<file path="src/rtl/pwm_meas_pkg.sv">
package pwm_meas_pkg;

    typedef enum logic [1:0] {
        ST_IDLE,
        ST_ARM,
        ST_WIDTH,
        ST_PERIOD
    } meas_state_t;

    typedef enum logic [2:0] {
        ACT_NONE,
        ACT_GRANT,
        ACT_START,
        ACT_MARK,
        ACT_DONE,
        ACT_TIMEOUT,
        ACT_ABORT
    } meas_act_t;

endpackage

</file>
<file path="src/rtl/pm_sync_edge.sv">
module pm_sync_edge #(
    parameter int STAGES = 2
) (
    input  logic clk,
    input  logic rst_n,
    input  logic tick_i,
    input  logic sig_i,
    input  logic fall_sel_i,
    output logic ref_edge_o,
    output logic opp_edge_o
);
    localparam int TOP = STAGES - 1;

    logic [STAGES-1:0] sync_q;
    logic              lvl_q;
    logic              primed_q;
    logic              synced;
    logic              rise;
    logic              fall;

    always_ff @(posedge clk or negedge rst_n) begin
        if (!rst_n) begin
            sync_q   <= '0;
            lvl_q    <= 1'b0;
            primed_q <= 1'b0;
        end else begin
            sync_q <= {sync_q[TOP-1:0], sig_i};
            if (tick_i) begin
                lvl_q    <= synced;
                primed_q <= 1'b1;
            end
        end
    end

    // the first tick after reset only loads the level, it reports no edge
    assign synced = sync_q[TOP];
    assign rise   = tick_i & primed_q &  synced & ~lvl_q;
    assign fall   = tick_i & primed_q & ~synced &  lvl_q;

    assign ref_edge_o = fall_sel_i ? fall : rise;
    assign opp_edge_o = fall_sel_i ? rise : fall;

endmodule

</file>
<file path="src/rtl/pm_prio_pick.sv">
module pm_prio_pick #(
    parameter int NCH = 4,
    parameter int IW  = 2
) (
    input  logic [NCH-1:0] req_i,
    output logic           any_o,
    output logic [IW-1:0]  idx_o
);
    always_comb begin
        idx_o = '0;
        for (int i = NCH - 1; i >= 0; i--) begin
            if (req_i[i]) begin
                idx_o = IW'(i);
            end
        end
    end

    assign any_o = |req_i;

endmodule

</file>
<file path="src/rtl/pm_seq_fsm.sv">
module pm_seq_fsm
    import pwm_meas_pkg::*;
#(
    parameter int NCH = 4,
    parameter int CW  = 16,
    parameter int IW  = 2
) (
    input  logic           clk,
    input  logic           rst_n,
    input  logic           tick_i,
    input  logic [NCH-1:0] req_i,
    input  logic           any_req_i,
    input  logic [IW-1:0]  win_idx_i,
    input  logic [NCH-1:0] ref_edge_i,
    input  logic [NCH-1:0] opp_edge_i,
    input  logic [CW-1:0]  cnt_i,
    input  logic [CW-1:0]  target_i,
    output logic [IW-1:0]  cur_idx_o,
    output logic           restart_o,
    output logic           width_stb_o,
    output logic           period_stb_o,
    output logic           tmo_stb_o
);
    meas_state_t state_q, state_d;
    meas_act_t   act;
    logic [IW-1:0] cur_q, cur_d;
    logic held, ref_hit, opp_hit, tmo_hit;

    assign held    = req_i[cur_q];
    assign ref_hit = ref_edge_i[cur_q];
    assign opp_hit = opp_edge_i[cur_q];
    assign tmo_hit = tick_i && (cnt_i == target_i);

    // state register
    always_ff @(posedge clk or negedge rst_n) begin
        if (!rst_n) begin
            state_q <= ST_IDLE;
            cur_q   <= '0;
        end else begin
            state_q <= state_d;
            cur_q   <= cur_d;
        end
    end

    // transitions
    always_comb begin
        state_d = state_q;
        cur_d   = cur_q;
        act     = ACT_NONE;
        unique case (state_q)
            ST_IDLE: begin
                if (any_req_i) begin
                    state_d = ST_ARM;
                    cur_d   = win_idx_i;
                    act     = ACT_GRANT;
                end
            end
            ST_ARM: begin
                if (!held) begin
                    state_d = ST_IDLE;
                    act     = ACT_ABORT;
                end else if (ref_hit) begin
                    state_d = ST_WIDTH;
                    act     = ACT_START;
                end else if (tmo_hit) begin
                    state_d = ST_IDLE;
                    act     = ACT_TIMEOUT;
                end
            end
            ST_WIDTH: begin
                if (!held) begin
                    state_d = ST_IDLE;
                    act     = ACT_ABORT;
                end else if (opp_hit) begin
                    state_d = ST_PERIOD;
                    act     = ACT_MARK;
                end else if (tmo_hit) begin
                    state_d = ST_IDLE;
                    act     = ACT_TIMEOUT;
                end
            end
            ST_PERIOD: begin
                if (!held) begin
                    state_d = ST_IDLE;
                    act     = ACT_ABORT;
                end else if (ref_hit) begin
                    cur_d   = win_idx_i;
                    state_d = (win_idx_i == cur_q) ? ST_WIDTH : ST_ARM;
                    act     = ACT_DONE;
                end else if (tmo_hit) begin
                    state_d = ST_IDLE;
                    act     = ACT_TIMEOUT;
                end
            end
            default: begin
                state_d = ST_IDLE;
            end
        endcase
    end

    // outputs
    always_comb begin
        restart_o    = 1'b0;
        width_stb_o  = 1'b0;
        period_stb_o = 1'b0;
        tmo_stb_o    = 1'b0;
        unique case (act)
            ACT_GRANT, ACT_START: restart_o = 1'b1;
            ACT_MARK:             width_stb_o = 1'b1;
            ACT_DONE: begin
                restart_o    = 1'b1;
                period_stb_o = 1'b1;
            end
            ACT_TIMEOUT: begin
                restart_o = 1'b1;
                tmo_stb_o = 1'b1;
            end
            default: ;
        endcase
    end

    assign cur_idx_o = cur_q;

endmodule

</file>
<file path="src/rtl/pm_capture_bank.sv">
module pm_capture_bank #(
    parameter int NCH = 4,
    parameter int CW  = 16,
    parameter int IW  = 2
) (
    input  logic              clk,
    input  logic              rst_n,
    input  logic [IW-1:0]     cur_idx_i,
    input  logic [CW-1:0]     cnt_i,
    input  logic              width_stb_i,
    input  logic              period_stb_i,
    input  logic              tmo_stb_i,
    output logic [NCH*CW-1:0] period_o,
    output logic [NCH*CW-1:0] width_o,
    output logic [NCH-1:0]    done_o,
    output logic [NCH-1:0]    tmo_o
);
    localparam logic [CW-1:0] ONE = CW'(1);

    logic [CW-1:0] ticks;
    logic [CW-1:0] width_hold_q;

    // the counter reads one less than the elapsed ticks at the deciding tick
    assign ticks = cnt_i + ONE;

    always_ff @(posedge clk or negedge rst_n) begin
        if (!rst_n) begin
            width_hold_q <= '0;
            period_o     <= '0;
            width_o      <= '0;
            done_o       <= '0;
            tmo_o        <= '0;
        end else begin
            if (width_stb_i) begin
                width_hold_q <= ticks;
            end
            for (int i = 0; i < NCH; i++) begin
                done_o[i] <= period_stb_i && (cur_idx_i == IW'(i));
                tmo_o[i]  <= tmo_stb_i && (cur_idx_i == IW'(i));
                if (period_stb_i && (cur_idx_i == IW'(i))) begin
                    period_o[i*CW +: CW] <= ticks;
                    width_o[i*CW +: CW]  <= width_hold_q;
                end
            end
        end
    end

endmodule

</file>
<file path="src/rtl/period_width_meter.sv">
module period_width_meter #(
    parameter int NCH = 4,
    parameter int CW  = 16
) (
    input  logic              clk,
    input  logic              rst_n,
    input  logic              tick_i,
    input  logic [NCH-1:0]    sig_i,
    input  logic [NCH-1:0]    fall_sel_i,
    input  logic [NCH-1:0]    req_i,
    input  logic [CW-1:0]     cnt_i,
    input  logic [CW-1:0]     target_i,
    output logic              cnt_restart_o,
    output logic [NCH*CW-1:0] period_o,
    output logic [NCH*CW-1:0] width_o,
    output logic [NCH-1:0]    done_o,
    output logic [NCH-1:0]    tmo_o
);
    localparam int IW = (NCH > 1) ? $clog2(NCH) : 1;

    logic [NCH-1:0] ref_edge;
    logic [NCH-1:0] opp_edge;
    logic           any_req;
    logic [IW-1:0]  win_idx;
    logic [IW-1:0]  cur_idx;
    logic           width_stb;
    logic           period_stb;
    logic           tmo_stb;

    for (genvar g = 0; g < NCH; g++) begin : g_edge
        pm_sync_edge #(.STAGES(2)) u_edge (
            .clk        (clk),
            .rst_n      (rst_n),
            .tick_i     (tick_i),
            .sig_i      (sig_i[g]),
            .fall_sel_i (fall_sel_i[g]),
            .ref_edge_o (ref_edge[g]),
            .opp_edge_o (opp_edge[g])
        );
    end

    pm_prio_pick #(.NCH(NCH), .IW(IW)) u_pick (
        .req_i (req_i),
        .any_o (any_req),
        .idx_o (win_idx)
    );

    pm_seq_fsm #(.NCH(NCH), .CW(CW), .IW(IW)) u_fsm (
        .clk          (clk),
        .rst_n        (rst_n),
        .tick_i       (tick_i),
        .req_i        (req_i),
        .any_req_i    (any_req),
        .win_idx_i    (win_idx),
        .ref_edge_i   (ref_edge),
        .opp_edge_i   (opp_edge),
        .cnt_i        (cnt_i),
        .target_i     (target_i),
        .cur_idx_o    (cur_idx),
        .restart_o    (cnt_restart_o),
        .width_stb_o  (width_stb),
        .period_stb_o (period_stb),
        .tmo_stb_o    (tmo_stb)
    );

    pm_capture_bank #(.NCH(NCH), .CW(CW), .IW(IW)) u_bank (
        .clk          (clk),
        .rst_n        (rst_n),
        .cur_idx_i    (cur_idx),
        .cnt_i        (cnt_i),
        .width_stb_i  (width_stb),
        .period_stb_i (period_stb),
        .tmo_stb_i    (tmo_stb),
        .period_o     (period_o),
        .width_o      (width_o),
        .done_o       (done_o),
        .tmo_o        (tmo_o)
    );

endmodule

</file>
<file path="config.mk">
export PLATFORM = sky130hd
export DESIGN_NAME = period_width_meter
export DESIGN_NICKNAME = d
export VERILOG_FILES = /design/src/rtl/pwm_meas_pkg.sv /design/src/rtl/pm_sync_edge.sv /design/src/rtl/pm_prio_pick.sv /design/src/rtl/pm_seq_fsm.sv /design/src/rtl/pm_capture_bank.sv /design/src/rtl/period_width_meter.sv
export SDC_FILE = /design/constraint.sdc
export NUM_CORES = 1
export LEC_CHECK = 0
export BUFFER_PORTS_ARGS = -buffer_cell sky130_fd_sc_hd__buf_4
export CAP_MARGIN = 20
export CORE_AREA = 5 5 195 150
export DETAILED_ROUTE_END_ITERATION = 16
export DIE_AREA = 0 0 200 155
export PLACE_DENSITY = 0.6
export SKIP_CTS_REPAIR_TIMING = 1
export SLEW_MARGIN = 25
export SYNTH_ARGS = -nofsm -noshare
export SYNTH_HDL_FRONTEND = slang
export SYNTH_SLANG_ARGS = --single-unit
</file>
<file path="constraint.sdc">
create_clock -name clk -period 3.22 [get_ports clk]
set_input_delay 0.483 -clock clk [delete_from_list [all_inputs] [get_ports clk]]
set_output_delay 0.483 -clock clk [all_outputs]
set_load 0.005 [all_outputs]
</file>
==> results by group <==
Clocking
  • CTS tree: yes
  • Total clock buffers created by CTS: 17
  • H-Tree Level Count: 4
  • Clock sink count: 169
  • Max Buffers Root-to-Sink: 2
  • Worst skew pair latency: 0.43 ns
  • Root Buffer: clkbuf_16
  • Worst-path clk slew: 0.07 ns

Logic synthesis
  • Top FF cell, synth: dfrtp_1
  • Yosys cell types: 47
  • Synthesized instance count: 510
  • Cell area after synthesis: 7690 um^2
  • XOR/XNOR Fraction of Synth Area: 0.0342
  • Commonest cells in the netlist: dfrtp_1 (169), mux2_4 (116), mux2_2 (29)
  • Post-Synthesis Net Count: 558
  • Synthesized-area fraction occupied by adder cells: 0.00163
  • Post-Synth Simple-Gate Area: 0.0787
  • Area contributors post-synth: dfrtp_1 (55%), mux2_4 (23%), mux2_2 (4.2%), xnor2_1 (2.4%), buf_6 (1.9%)
  • Largest family of logic cells by synthesized area: multiplexers
  • Synth Area in Compound Gates: 0.0286
  • Multiplexer area fraction after synthesis: 0.278
  • Post-synth ARST share: 1.00
  • Top-area cell type share of the netlist area: 0.550
  • Yosys warns: 0
  • Count of state elements after synthesis: 169
  • Count leader, synth: dfrtp_1
  • Leading area contributor after synthesis: dfrtp_1
  • EDFF count, synth: 0
  • Sequential element share of the synthesized area: 0.550
  • Synthesized area per cell: 15.1 um^2

STA
  • Max-slew violations: 0
  • Fin worst setup slack: 0.177 ns
  • Final Hold Viols: 2
  • Least-Margin Pin Slew: 0.759 ns
  • Final setup fails: 0
  • Rel. slew slack: 0.490
  • Minimum clock period: 3.04 ns
  • Fin crit share: 0.945
  • Hold WS: -0.00258 ns
  • RSZ-0062 raised after global routing: no
  • Fmax achieved: 0.329 GHz
  • Clock skew: 0.00997 ns

Placement
  • Placer congestion estimate: 0.777
  • Cell total after placement: 1049
  • Detail Placement HPWL: 15.6 mm
  • Pre-CTS WS: 0.255 ns
  • Port Buffers: 183

Detailed routing
  • Total number of vias: 4801
  • Pre-Repair DR Iteration Count: 4
  • Met2 WL: 9.67 mm
  • Vias/cell: 4.44
  • Routed Wire Length: 21.4 mm
  • Wire per inst: 19.8 um
  • Detail Route Antenna Nets: 0
  • Metal3 WL: 1.35 mm
  • Initial DRC count: 216
  • Residual DRC: 0
  • Max layer used: met4
  • DRT met1 WL: 10.3 mm

Power and ir drop
  • Sw Share: 0.290
  • Gate power share: 0.160
  • Power share of the clock group: 0.392
  • Seq pwr share: 0.448
  • Power Total: 0.00547 W
  • Pleak: 5.00 nW
  • Max rail drop VDD: 0.350 mV
  • Pint: 0.00389 W
  • NetSw: 0.00158 W
  • PD cells: 536 nW/um^2

GRT
  • Vias in the first global route: 4956
  • First-pass GRT wire length: 31.8 mm
  • Gr usage total: 0.137
  • Congestion Overflow GR: 0
  • Initial antenna violation count: 0
  • Largest net degree at the start of global routing: 74

Floorplan
  • I/O pin count: 184
  • Die height: 155 um
  • Die area: 31000 um^2
  • Row cnt: 53
  • Initial Utilization: 0.282
  • Chip width: 200 um
  • Core area: 27300 um^2

Cells and area
  • Final Net Count: 760
  • Area grow syn2layout: 32.7%
  • Ant. Diodes: 0
  • Non-Filler Instances: 1082
  • Multi-input logic area: 3250 um^2
  • Sequential standard cell area: 4230 um^2
  • Layout cell share with drive strength beyond 1: 0.548
  • FILL cells: 2620

Outcome
  • Failing checks: negative hold slack
  • Status: finished, violations left

Worst setup path
  • Nature of the critical path endpoint: primary output
  • Crit Path Max Fanout: 8
  • Critical Path Start Type: flop
  • Crit path kind: reg2out
  • CP required: 2.74 ns
  • Critical path arrival: 2.56 ns

Hold path
  • Hold crit path type: in2async

Run
  • Max-cap violations: 0
-- worst max-delay path, stage by stage (launching register included) --
cell     delay, ns
dfrtp_1       0.41
or3b_1        0.39
a21o_1        0.20
a41o_2        0.34
o21ai_2       0.15
inv_1         0.05
a31oi_1       0.20
mux2i_1       0.24
buf_4         0.15
-- metal layers --
layer / track usage / vias up
li1: - / 2232
met1: 0.198 / 2426
met2: 0.209 / 132
met3: 0.0353 / 11
met4: 0.0291 / 0
met5: 0 / -
-- cells in the final DEF, fill, tap and decap left out, types with 3 or more instances in the layout --
| cell | netlist | final |
|---|---|---|
| nand3_1 | 11 | 11 |
| o21ai_0 | 13 | 12 |
| mux2i_1 | 5 | 5 |
| nor3b_1 | 6 | 6 |
| inv_6 | 0 | 3 |
| nand2_1 | 18 | 18 |
| dfrtp_1 | 169 | 167 |
| inv_8 | 0 | 6 |
| nor2_1 | 14 | 13 |
| and3_1 | 3 | 3 |
| nor3_4 | 4 | 4 |
| buf_12 | 0 | 7 |
| buf_4 | 0 | 196 |
| xnor2_1 | 21 | 21 |
| xor2_1 | 9 | 9 |
| clkbuf_16 | 0 | 17 |
| nand4_1 | 6 | 6 |
| a21oi_1 | 3 | 3 |
| inv_1 | 10 | 10 |
| nor4_1 | 5 | 5 |
| nor3_1 | 7 | 7 |
| clkinvlp_4 | 0 | 3 |
| mux2_4 | 116 | 116 |
| mux2_2 | 29 | 29 |
| and3b_1 | 6 | 6 |
-- worst paths after layout --
| path | startpoint | to | slack (ns) | cells past startpoint |
|---|---|---|---|---|
| max | g_edge[3].u_edge.sync_q[1]$_DFF_PN0_ | cnt_restart_o | 0.18 | 8 |
| max reg2reg | u_fsm.cur_idx_o[0]$_DFFE_PN0P_ | u_bank.width_o[1]$_DFFE_PN0P_ | 0.46 | 9 |
| min in group clk | sig_i[1] | g_edge[1].u_edge.sync_q[0]$_DFF_PN0_ | 0.16 | 1 |
| min reg2reg | g_edge[0].u_edge.sync_q[0]$_DFF_PN0_ | g_edge[0].u_edge.sync_q[1]$_DFF_PN0_ | 0.35 | 0 |
| max in group asynchronous | rst_n | u_bank.width_o[61]$_DFFE_PN0P_ | 2.23 | 2 |
| min | rst_n | u_bank.width_o[38]$_DFFE_PN0P_ | -0.003 | 1 |
-- cell type report --
cell class / instances / area share
clock buffers: 18 / 0.0421
clock inverters: 14 / 0.0173
multi-input cells: 309 / 0.319
flip-flops and latches: 169 / 0.415
well taps: 357 / 0.0438
inverters: 10 / 0.00368
repair buffers: 205 / 0.160
-- power groups by stage --
stage,Sequential [W],Clock (W),Combinational (W)
2_1_floorplan,0.00240,0,0.000509
3_3_place_gp,0.00249,0,0.000853
3_5_place_dp,0.00249,0,0.000862
4_1_cts,0.00245,0.00220,0.000868
5_1_grt,0.00248,0.00228,0.000959
6_report,0.00245,0.00214,0.000877
-- kinds of logic (layout without fill, tap and decap cells) --
kind of cell,after synthesis,after routing
xor gates and xnor gates,30,30
muxes,151,151
adders and majority gates,1,1
and+or+nand+nor,97,97
AOI/OAI and AO/OA,30,30
buffers and inverters,32,247
DFF,169,169
-- state kept, by name, summed over array words and instances, names as in the netlist --
signal,flops
g_edge.u_edge.lvl_q,4
u_bank.done_o,4
u_fsm.cur_idx_o,2
g_edge.u_edge.sync_q,8
u_bank.width_o,64
u_bank.tmo_o,4
u_bank.width_hold_q,16
g_edge.u_edge.primed_q,1
u_bank.period_o,64
u_fsm.state_q,2
-- stage by stage --
step / area (um^2) / utilization / TNS [ns]
after detailed placement: 9580 / 0.351 / 0
final: 10200 / 0.373 / 0
after global routing: 10200 / 0.373 / 0
after CTS: 10200 / 0.373 / -0.0432
after global placement: 9580 / 0.351 / 0
after floorplan: 7690 / - / 0
No activity file was read; power rests on OpenSTA's default activity.
